## config.mk

```make
export PLATFORM = sky130hd
export DESIGN_NAME = ipi_dispatch
export DESIGN_NICKNAME = d
export VERILOG_FILES = /design/src/rtl/ipi_pkg.sv /design/src/rtl/ipi_addr_decode.sv /design/src/rtl/ipi_channel.sv /design/src/rtl/ipi_dispatch.sv
export SDC_FILE = /design/constraint.sdc
export NUM_CORES = 1
export LEC_CHECK = 0
export BUFFER_PORTS_ARGS = -buffer_cell sky130_fd_sc_hd__buf_4
export CORE_MARGIN = 5
export CORE_UTILIZATION = 45
export DETAILED_ROUTE_END_ITERATION = 6
export GPL_ROUTABILITY_DRIVEN = 0
export GPL_TIMING_DRIVEN = 0
export HOLD_SLACK_MARGIN = 0.06
export PLACE_DENSITY = 0.77
export SLEW_MARGIN = 20
export SYNTH_ARGS = -nofsm -noshare
export SYNTH_HDL_FRONTEND = slang
export SYNTH_SLANG_ARGS = --single-unit
```

## constraint.sdc

```tcl
create_clock -name clk -period 8.6 [get_ports clk]
set_input_delay 1.72 -clock clk [delete_from_list [all_inputs] [get_ports clk]]
set_output_delay 1.72 -clock clk [all_outputs]
set_load 0.02 [all_outputs]
```

## src/rtl/ipi_pkg.sv

```systemverilog
package ipi_pkg;

    localparam int REG_W = 32;
    localparam int OFS_W = 12;

    // Window offsets (processor window selected by address bits above OFS_W)
    localparam logic [OFS_W-1:0] DISP_BASE   = 12'h040;
    localparam int               DISP_STRIDE = 16;
    localparam logic [OFS_W-1:0] CFG_BASE    = 12'h800;
    localparam int               CFG_STRIDE  = 32;
    localparam int               DEST_OFS    = 16;

    // Vector/priority word layout
    localparam logic [REG_W-1:0] VP_WR_MASK   = 32'h800F_00FF;
    localparam logic [REG_W-1:0] VP_RESET     = 32'h8000_0000;
    localparam int               VP_MASK_BIT  = 31;
    localparam int               VP_ACT_BIT   = 30;
    localparam int               VP_SENSE_BIT = 22;

    typedef enum logic [1:0] {
        ACC_NONE,
        ACC_DISPATCH,
        ACC_VECPRI,
        ACC_DEST
    } acc_kind_e;

    typedef struct packed {
        logic      hit;
        acc_kind_e kind;
        logic [7:0] chan;
    } reg_sel_t;

    // Bits a target-set word keeps: the two flag bits plus one per processor.
    function automatic logic [REG_W-1:0] dest_keep_mask(input int num_cpu);
        logic [REG_W-1:0] m;
        m = 32'hC000_0000;
        for (int k = 0; k < num_cpu; k++) begin
            m[k] = 1'b1;
        end
        return m;
    endfunction

    // Maps a window offset onto a register kind and channel.
    function automatic reg_sel_t decode_offset(input logic [OFS_W-1:0] ofs,
                                               input int num_chan);
        reg_sel_t s;
        s = '{hit: 1'b0, kind: ACC_NONE, chan: 8'd0};
        for (int c = 0; c < num_chan; c++) begin
            if (ofs == DISP_BASE + OFS_W'(c * DISP_STRIDE)) begin
                s = '{hit: 1'b1, kind: ACC_DISPATCH, chan: 8'(c)};
            end
            if (ofs == CFG_BASE + OFS_W'(c * CFG_STRIDE)) begin
                s = '{hit: 1'b1, kind: ACC_VECPRI, chan: 8'(c)};
            end
            if (ofs == CFG_BASE + OFS_W'(c * CFG_STRIDE + DEST_OFS)) begin
                s = '{hit: 1'b1, kind: ACC_DEST, chan: 8'(c)};
            end
        end
        return s;
    endfunction

endpackage

```

## src/rtl/ipi_addr_decode.sv

```systemverilog
module ipi_addr_decode
    import ipi_pkg::*;
#(
    parameter int NUM_CPU  = 15,
    parameter int NUM_CHAN = 4,
    parameter int ADDR_W   = 17
) (
    input  logic              en,
    input  logic [ADDR_W-1:0] addr,
    output reg_sel_t          sel
);
    localparam int IDX_W = ADDR_W - OFS_W;

    logic [IDX_W-1:0] cpu_idx;
    logic             window_ok;
    reg_sel_t         raw;

    assign cpu_idx   = addr[ADDR_W-1:OFS_W];
    assign window_ok = en && (addr[3:0] == 4'h0) && (int'(cpu_idx) < NUM_CPU);
    assign raw       = decode_offset(addr[OFS_W-1:0], NUM_CHAN);

    always_comb begin
        sel = raw;
        if (!window_ok) begin
            sel.hit  = 1'b0;
            sel.kind = ACC_NONE;
        end
    end

endmodule

```

## src/rtl/ipi_channel.sv

```systemverilog
module ipi_channel
    import ipi_pkg::*;
#(
    parameter int NUM_CPU = 15,
    parameter int CPU_W   = 4,
    parameter bit LEVEL   = 1'b0
) (
    input  logic             clk,
    input  logic             rst,
    input  logic             disp_we,
    input  logic             vp_we,
    input  logic             dm_we,
    input  logic [REG_W-1:0] wdata,
    input  logic             ack_hit,
    input  logic [CPU_W-1:0] ack_cpu,
    output logic [REG_W-1:0] vp_view,
    output logic [REG_W-1:0] dest_view,
    output logic             pending,
    output logic             trig
);
    localparam logic [REG_W-1:0] KEEP     = dest_keep_mask(NUM_CPU);
    localparam logic [REG_W-1:0] CPU_BITS = KEEP & 32'h3FFF_FFFF;

    logic [REG_W-1:0] vp_q;
    logic [REG_W-1:0] dest_q;
    logic [REG_W-1:0] dest_d;
    logic [REG_W-1:0] ack_clr;
    logic [REG_W-1:0] wkeep;
    logic             targets_left;
    logic             want_fire;
    logic             fire;

    always_comb begin
        ack_clr = '0;
        for (int k = 0; k < NUM_CPU; k++) begin
            if (ack_hit && ack_cpu == CPU_W'(k)) begin
                ack_clr[k] = 1'b1;
            end
        end
    end

    assign wkeep = wdata & KEEP;

    always_comb begin
        if (dm_we) begin
            dest_d = wkeep;
        end else begin
            dest_d = (dest_q & ~ack_clr) | (disp_we ? wkeep : '0);
        end
    end

    assign targets_left = |(dest_d & CPU_BITS);
    assign want_fire    = targets_left && (disp_we || (ack_hit && !LEVEL));
    assign fire         = want_fire && !vp_q[VP_MASK_BIT];

    always_ff @(posedge clk) begin
        if (rst) begin
            vp_q    <= VP_RESET;
            dest_q  <= '0;
            pending <= 1'b0;
            trig    <= 1'b0;
        end else begin
            if (vp_we) begin
                vp_q <= wdata & VP_WR_MASK;
            end
            dest_q <= dest_d;
            trig   <= fire;
            if (fire) begin
                pending <= 1'b1;
            end else if (ack_hit) begin
                pending <= 1'b0;
            end
        end
    end

    always_comb begin
        vp_view               = vp_q;
        vp_view[VP_ACT_BIT]   = pending;
        vp_view[VP_SENSE_BIT] = LEVEL;
    end

    assign dest_view = dest_q;

    // target set empty on the first cycle after reset
    a_r1_dest_empty_after_reset: assert property (@(posedge clk)
        $past(rst) |-> (dest_q == '0));

    // every written bit is present after a dispatch
    a_r4_dispatch_bits_set: assert property (@(posedge clk) disable iff (rst)
        (disp_we && !dm_we) |=> ((dest_q & $past(wkeep)) == $past(wkeep)));

    // acknowledged bit is clear afterwards
    a_r6_ack_bit_cleared: assert property (@(posedge clk) disable iff (rst)
        (ack_hit && !disp_we && !dm_we) |=> ((dest_q & $past(ack_clr)) == '0));

    // a trigger is always accompanied by pending
    a_r5_trig_has_pending: assert property (@(posedge clk) disable iff (rst)
        trig |-> pending);

    // a trigger has a dispatch or acknowledge as its cause
    a_r7_trig_has_cause: assert property (@(posedge clk) disable iff (rst)
        trig |-> $past(disp_we || ack_hit));

    // no trigger out of a masked cycle
    a_r8_masked_no_trig: assert property (@(posedge clk) disable iff (rst)
        trig |-> !$past(vp_q[VP_MASK_BIT]));

endmodule

```

## src/rtl/ipi_dispatch.sv

```systemverilog
module ipi_dispatch
    import ipi_pkg::*;
#(
    parameter int NUM_CPU  = 15,
    parameter int NUM_CHAN = 4,
    parameter int ADDR_W   = 17,
    parameter int CPU_W    = (NUM_CPU > 1) ? $clog2(NUM_CPU) : 1,
    parameter int CHAN_W   = (NUM_CHAN > 1) ? $clog2(NUM_CHAN) : 1,
    parameter logic [NUM_CHAN-1:0] LEVEL_CHANS = '0
) (
    input  logic                clk,
    input  logic                rst,
    input  logic                wr_en,
    input  logic [ADDR_W-1:0]   wr_addr,
    input  logic [REG_W-1:0]    wr_data,
    input  logic [ADDR_W-1:0]   rd_addr,
    output logic [REG_W-1:0]    rd_data,
    input  logic                ack_valid,
    input  logic [CPU_W-1:0]    ack_cpu,
    input  logic [CHAN_W-1:0]   ack_chan,
    output logic [NUM_CHAN-1:0] irq_pending,
    output logic [NUM_CHAN-1:0] irq_trigger
);
    reg_sel_t         wsel;
    reg_sel_t         rsel;
    logic             ack_ok;
    logic [REG_W-1:0] vp_view   [NUM_CHAN];
    logic [REG_W-1:0] dest_view [NUM_CHAN];

    ipi_addr_decode #(.NUM_CPU(NUM_CPU), .NUM_CHAN(NUM_CHAN), .ADDR_W(ADDR_W)) i_wdec (
        .en   (wr_en),
        .addr (wr_addr),
        .sel  (wsel)
    );

    ipi_addr_decode #(.NUM_CPU(NUM_CPU), .NUM_CHAN(NUM_CHAN), .ADDR_W(ADDR_W)) i_rdec (
        .en   (1'b1),
        .addr (rd_addr),
        .sel  (rsel)
    );

    assign ack_ok = ack_valid && (int'(ack_cpu) < NUM_CPU);

    for (genvar c = 0; c < NUM_CHAN; c++) begin : g_chan
        logic chan_sel;
        assign chan_sel = wsel.hit && (wsel.chan == 8'(c));

        ipi_channel #(.NUM_CPU(NUM_CPU), .CPU_W(CPU_W), .LEVEL(LEVEL_CHANS[c])) i_chan (
            .clk       (clk),
            .rst       (rst),
            .disp_we   (chan_sel && wsel.kind == ACC_DISPATCH),
            .vp_we     (chan_sel && wsel.kind == ACC_VECPRI),
            .dm_we     (chan_sel && wsel.kind == ACC_DEST),
            .wdata     (wr_data),
            .ack_hit   (ack_ok && ack_chan == CHAN_W'(c)),
            .ack_cpu   (ack_cpu),
            .vp_view   (vp_view[c]),
            .dest_view (dest_view[c]),
            .pending   (irq_pending[c]),
            .trig      (irq_trigger[c])
        );
    end

    always_comb begin
        rd_data = '0;
        for (int c = 0; c < NUM_CHAN; c++) begin
            if (rsel.hit && rsel.chan == 8'(c)) begin
                if (rsel.kind == ACC_VECPRI) begin
                    rd_data = vp_view[c];
                end else if (rsel.kind == ACC_DEST) begin
                    rd_data = dest_view[c];
                end
            end
        end
    end

    // an acknowledge from a nonexistent processor never triggers anything
    a_r10_bad_ack_silent: assert property (@(posedge clk) disable iff (rst)
        (ack_valid && !ack_ok && !wr_en) |=> (irq_trigger == '0));

endmodule

```

# After elaboration in Yosys (flattened, before gate mapping)
# Cells that the tools add are included.
word_totals:
  ff_bits: 188
  in_bits: 76
  output_inout_bits: 40
op_classes:
  order_cmp: 3
  eq_ne: 52
  muxes: 114
  n_bitwise: 12
  n_reduce_logical: 122
op_table:
  columns: ["operator", "count"]
  rows:
  - ["$mux 32", 20]
  - ["$mux 11", 24]
  - ["$eq 12x12->1 const B", 16]
  - ["$and 32x32->32", 4]
  - ["$not 15->32", 4]
  - ["$or 32x32->32", 4]
  - ["$eq 12x7->1 const B", 8]
  - ["$logic_and 1x1->1", 96]
  - ["$mux 1", 68]
  - ["$reduce_or 15->1", 4]
  - ["$eq 8x2->1 const B", 4]
  - ["$eq 4x4->1 const B", 7]
  - ["$eq 4x3->1 const B", 4]
  - ["$eq 8x1->1 const B", 2]
  - ["$logic_not 8->1", 2]
  - ["$eq 2x2->1 const B", 6]
  - ["$logic_not 4->1", 3]
  - ["$lt 5x4->1 const B", 2]
  - ["$eq 4x2->1 const B", 2]
  - ["$reduce_bool 2->1", 4]
  - ["$reduce_or 2->1", 4]
  - ["$mux 3", 2]
  - ["$eq 2x1->1 const B", 2]
  - ["$eq 4x1->1 const B", 1]
  - ["4 further kinds", 10]

# Longest topological paths before layout
logic_depth:
  word_depth: 27
  depth_mapped: 9

# Cells and area by module
# Synthesis repeated with hierarchy kept, for this count alone.
unflattened:
  hier_cells: 1024
  hier_area_um2: 9004.9
by_module_without_submodules:
  columns: ["module", "n_inst", "cells_per_inst", "area_per_inst_um2"]
  rows:
  - ["ipi_channel", 4, 185, 1609.0]
  - ["ipi_dispatch", 1, 236, 2225.9]
  - ["ipi_addr_decode", 2, 24, 171.4]

# Worst setup path before layout
# No wires, ideal clock.
synth_path:
  path_type: "input to output"
  from: "input rd_addr[1]"
  to: "output rd_data[10]"
  arrival_ns: 3.588
  required_ns: 6.880
  path_slack_ns: 3.292
  cell_stages: 7
  path_buffers: 2
  cell_sequence: "or4_1 > a211o_1 > clkbuf_1 > inv_1 > clkbuf_1 > nand2_1 > a21oi_1"
synth_between:
  elab_chain_len: 27
  elab_cells_between_ends: 49
synth_rtl:
  columns: ["element", "line", "rtl"]
  rows:
  - ["start, declared", "ipi_dispatch.sv:16", "input logic [ADDR_W-1:0] rd_addr,"]
  - ["$eq 12x7->1", "ipi_pkg.sv:49", "if (ofs == DISP_BASE + OFS_W'(c * DISP_STRIDE)) begin"]
  - ["$mux 11", "ipi_pkg.sv:49", null]
  - ["$mux 11", "ipi_pkg.sv:52", "if (ofs == CFG_BASE + OFS_W'(c * CFG_STRIDE)) begin"]
  - ["$mux 11", "ipi_pkg.sv:55", "if (ofs == CFG_BASE + OFS_W'(c * CFG_STRIDE + DEST_OFS)) begin"]
  - ["$mux 11", "ipi_pkg.sv:49", null]
  - ["$mux 11", "ipi_pkg.sv:52", null]
  - ["$mux 11", "ipi_pkg.sv:55", null]
  - ["$mux 11", "ipi_pkg.sv:49", null]
  - ["(+11 left out)", null, null]
  - ["$mux 32", "ipi_dispatch.sv:68", "if (rsel.kind == ACC_VECPRI) begin"]
  - ["$mux 32", "ipi_dispatch.sv:67", "if (rsel.hit && rsel.chan == 8'(c)) begin"]
  - ["$mux 32", "ipi_dispatch.sv:70", "end else if (rsel.kind == ACC_DEST) begin"]
  - ["$mux 32", "ipi_dispatch.sv:68", null]
  - ["$mux 32", "ipi_dispatch.sv:67", null]
  - ["$mux 32", "ipi_dispatch.sv:70", null]
  - ["$mux 32", "ipi_dispatch.sv:68", null]
  - ["$mux 32 (*)", "ipi_dispatch.sv:67", null]
  - ["end, declared", "ipi_dispatch.sv:17", "output logic [REG_W-1:0] rd_data,"]
# Mark *: on every way between the ends. The rest lies on a longest branch, timed or not.

# Worst setup path after layout
layout_path:
  from: "input rd_addr[1]"
  to: "output rd_data[8]"
# Same word-level chain as after synthesis.

==> results.yml <==
run_status:
  status: "finished with violations"
  violations: "DRC"
cts:
  cts_tree: "yes"
  cts_sinks: 128
  clk_path_buf_depth: 2
  cts_hold_buf: 0
  clkTransAtPathRegs_ns: 0.06
  post_cts_buffers: 0
  cts-resized-gates: 0
  numCtsBuffers: 17
  clk_latency_ns: 0.42
  clockRootBuffer: "clkbuf_16"
  htreeDepth: 4
floorplan:
  die_h_um: 136
  start_util_pct: 45.3
  rows: 46
  coreArea_sq_um: 15700
  ios: 116
  die_area_sq_um: 18400
  fp.dieW_um: 136
setup_path:
  cpPeakStageDelay_ns: 0.58
  r2r_slack_ns: 6.49
  crit_required_ns: 6.88
  cp-start-kind: "primary input"
  worst_setup_path_end_kind: "output port"
  path_buf_inv: 5
  critical_path.cell_chain: "buf_4 > or4_1 > a211o_1 > clkbuf_1 > inv_1 > clkbuf_1 > nand2_1 > a21oi_1 > buf_4"
  cpLargestDelayFamily: "buffers and inverters"
  cp_max_fo: 10
  cp.arrival_ns: 4.25
  slowest_stage: "or4_1"
  path_class: "in -> out"
timing:
  setup_viol: 0
  fin_tns_setup_ns: 0
  period_minus_slack_ns: 5.97
  finClkSkew_ns: 0.00692
  rsz0062_at_grt: "no"
  worstMarginPinSlew_ns: 0.918
  fmax_mhz: 167
  slew_headroom_pct: 38.7
  post-route-period-util_pct: 69.4
  slew_violations: 0
  hold_viol_final: 0
route:
  post-route-drc-count: 18
  dr.first_iter.drc_count: 1158
  ant_nets: 0
  wl_per_cell_um: 21.4
  vias: 7478
  wl_um: 25600
  drt_pre_antenna_iters: 7
  viasPerCell: 6.27
global_routing:
  grt_usage_pct: 27.3
  antenna_found_initial: 0
  grt_max_degree: 17
  grt_pass1_wl_um: 38600
  overflow: 0
  grt_pass1_vias: 6999
yosys:
  syn_area_sq_um: 7100
  synthArstFlopShare_pct: 0
  synth_edf_count: 0
  synth_cells: 857
  seq_area_frac_synth_pct: 36.1
  synth.distinct_cells: 67
  synth-seq-cells: 128
  synth.avg_cell_area_sq_um: 8.28
  synth_ff_type: "dfxtp_1"
  ys_warn_count: 0
run:
  drv_cap: 0
placement:
  portBuffers: 78
  hpwl_um: 18700
layout:
  diodes: 0
  final_util_pct: 54.5
  area_growth_pct: 20.2
  fillers: 1473
  fin_nets: 1040
  layout-drive-gt1-share_pct: 18.1
min_path:
  hp-class: "reg -> reg"
pwr:
  ir_drop_mv: 0.140
  power_leakage_nw: 3.09
  power_density_nw_per_um2: 161
[synth_stat cells (all sizes together), types with 2 or more instances]
cell type / n / area share (%)
a2111oi: 3 / 0.63
a211oi: 4 / 0.42
a21boi: 4 / 0.53
a21oi: 70 / 4.9
a221oi: 11 / 1.4
a222oi: 11 / 1.6
a22oi: 35 / 3.7
a32oi: 2 / 0.25
and2: 8 / 0.70
and3: 8 / 0.70
buf: 48 / 4.4
clkbuf: 45 / 2.4
dfxtp: 128 / 36
inv: 5 / 0.26
mux2: 4 / 0.63
mux2i: 58 / 8.2
nand2: 99 / 5.3
nand2b: 48 / 4.3
nand3: 8 / 0.56
nand3b: 6 / 0.63
nand4: 11 / 0.97
nand4bb: 2 / 0.32
nor2: 82 / 4.3
nor2b: 3 / 0.26
nor3: 7 / 0.56
nor3b: 2 / 0.21
nor4: 11 / 1.4
nor4b: 2 / 0.25
o2111a: 4 / 0.63
o2111ai: 3 / 0.46
o211ai: 8 / 0.85
o21a: 5 / 0.53
o21ai: 17 / 1.2
o22ai: 11 / 0.97
o311ai: 3 / 0.37
o31a: 22 / 2.7
o31ai: 19 / 2.0
or2: 7 / 0.62
or3: 5 / 0.44
or3b: 4 / 0.49
or4: 9 / 0.95
or4b: 3 / 0.48
[stage by stage]
step | instances | instance area [sq um] | hold slack [ns] | power, mW | setup WS [ns]
2_1_floorplan | 867 | 7140 | 0.422 | 0.654 | 3.29
3_3_place_gp | 1161 | 7990 | 0.437 | 0.700 | 2.70
3_5_place_dp | 1161 | 7990 | 0.445 | 0.701 | 2.69
4_1_cts | 1192 | 8530 | 0.453 | 1.37 | 2.67
5_1_grt | 1192 | 8530 | 0.466 | 1.41 | 2.55
6_report | 1192 | 8530 | 0.454 | 1.37 | 2.63
[per-layer routing]
| metal | wire, um | GRT usage (%) | vias to the layer above |
|---|---|---|---|
| met5 | 0 | 0 | - |
| met1 | 9930 | 35.7 | 3476 |
| met3 | 3100 | 6.87 | 115 |
| met2 | 11200 | 42.1 | 543 |
| met4 | 1320 | 13.1 | 0 |
| li1 | - | - | 3344 |
[cell usage in the layout (no fill, tap or decap), drive strengths merged, types with 9 or more instances in the layout]
cell | synthesis | final
dfxtp | 128 | 128
o21ai | 17 | 17
a22oi | 35 | 35
nand4 | 11 | 11
nor4 | 11 | 11
nor2 | 82 | 82
nand2 | 99 | 99
o31ai | 19 | 19
or4 | 9 | 9
mux2i | 58 | 58
o31a | 22 | 22
a222oi | 11 | 11
buf | 48 | 126
a21oi | 70 | 70
conb | 1 | 11
o22ai | 11 | 11
a221oi | 11 | 11
nand2b | 48 | 48
clkbuf | 45 | 68
[worst paths after layout]
check | to | startpoint | cells after the start
worst max-delay path | rd_data[8] | rd_addr[1] | 9
worst min-delay path | g_chan[3].i_chan.vp_q[17] | g_chan[3].i_chan.vp_q[17] | 2
worst max register to register | g_chan[2].i_chan.trig | g_chan[2].i_chan.dest_view[9] | 6
worst min register to register | g_chan[3].i_chan.vp_q[17] | g_chan[3].i_chan.vp_q[17] | 2
[power breakdown]
part	switching [mW]	leakage, nW	total [mW]	internal, mW
sequential	0.0000221	1.03	0.593	0.593
clock	0.258	0.268	0.679	0.421
combinational	0.0672	1.79	0.0991	0.0320
[flip-flops by register name (all words and copies together), names as in the netlist]
register                 count
g_chan.i_chan.dest_view     68
g_chan.i_chan.pending        4
g_chan.i_chan.vp_q          52
g_chan.i_chan.trig           4
[final cells by class]
class | instances | area, sq um | area share [%]
buffer | 93 | 479 | 5.62
clock buffer | 23 | 448 | 5.25
clock inverter | 8 | 90.1 | 1.06
inverter | 5 | 18.8 | 0.220
multi-input combinational | 641 | 4080 | 47.8
sequential | 128 | 2560 | 30.0
tap | 216 | 270 | 3.17
timing repair buffer | 78 | 586 | 6.86
[worst register-to-register path, cell delays in order, from the launching register on]
cell and delay (ns):
dfxtp_1 0.36, mux2_2 0.27, or4_1 0.39, a2111oi_0 0.37, nand4_1 0.27, a21oi_1 0.22, nor4b_1 0.08
[logic make-up after synthesis]
family	after synthesis	synth area share (%)
compound gates	242	24.4
buf+inv	98	7.01
flops	128	36.1
mux	62	8.81
other cells	1	0.0528
simple gates	326	23.6
(Power assumes the default switching activity.)
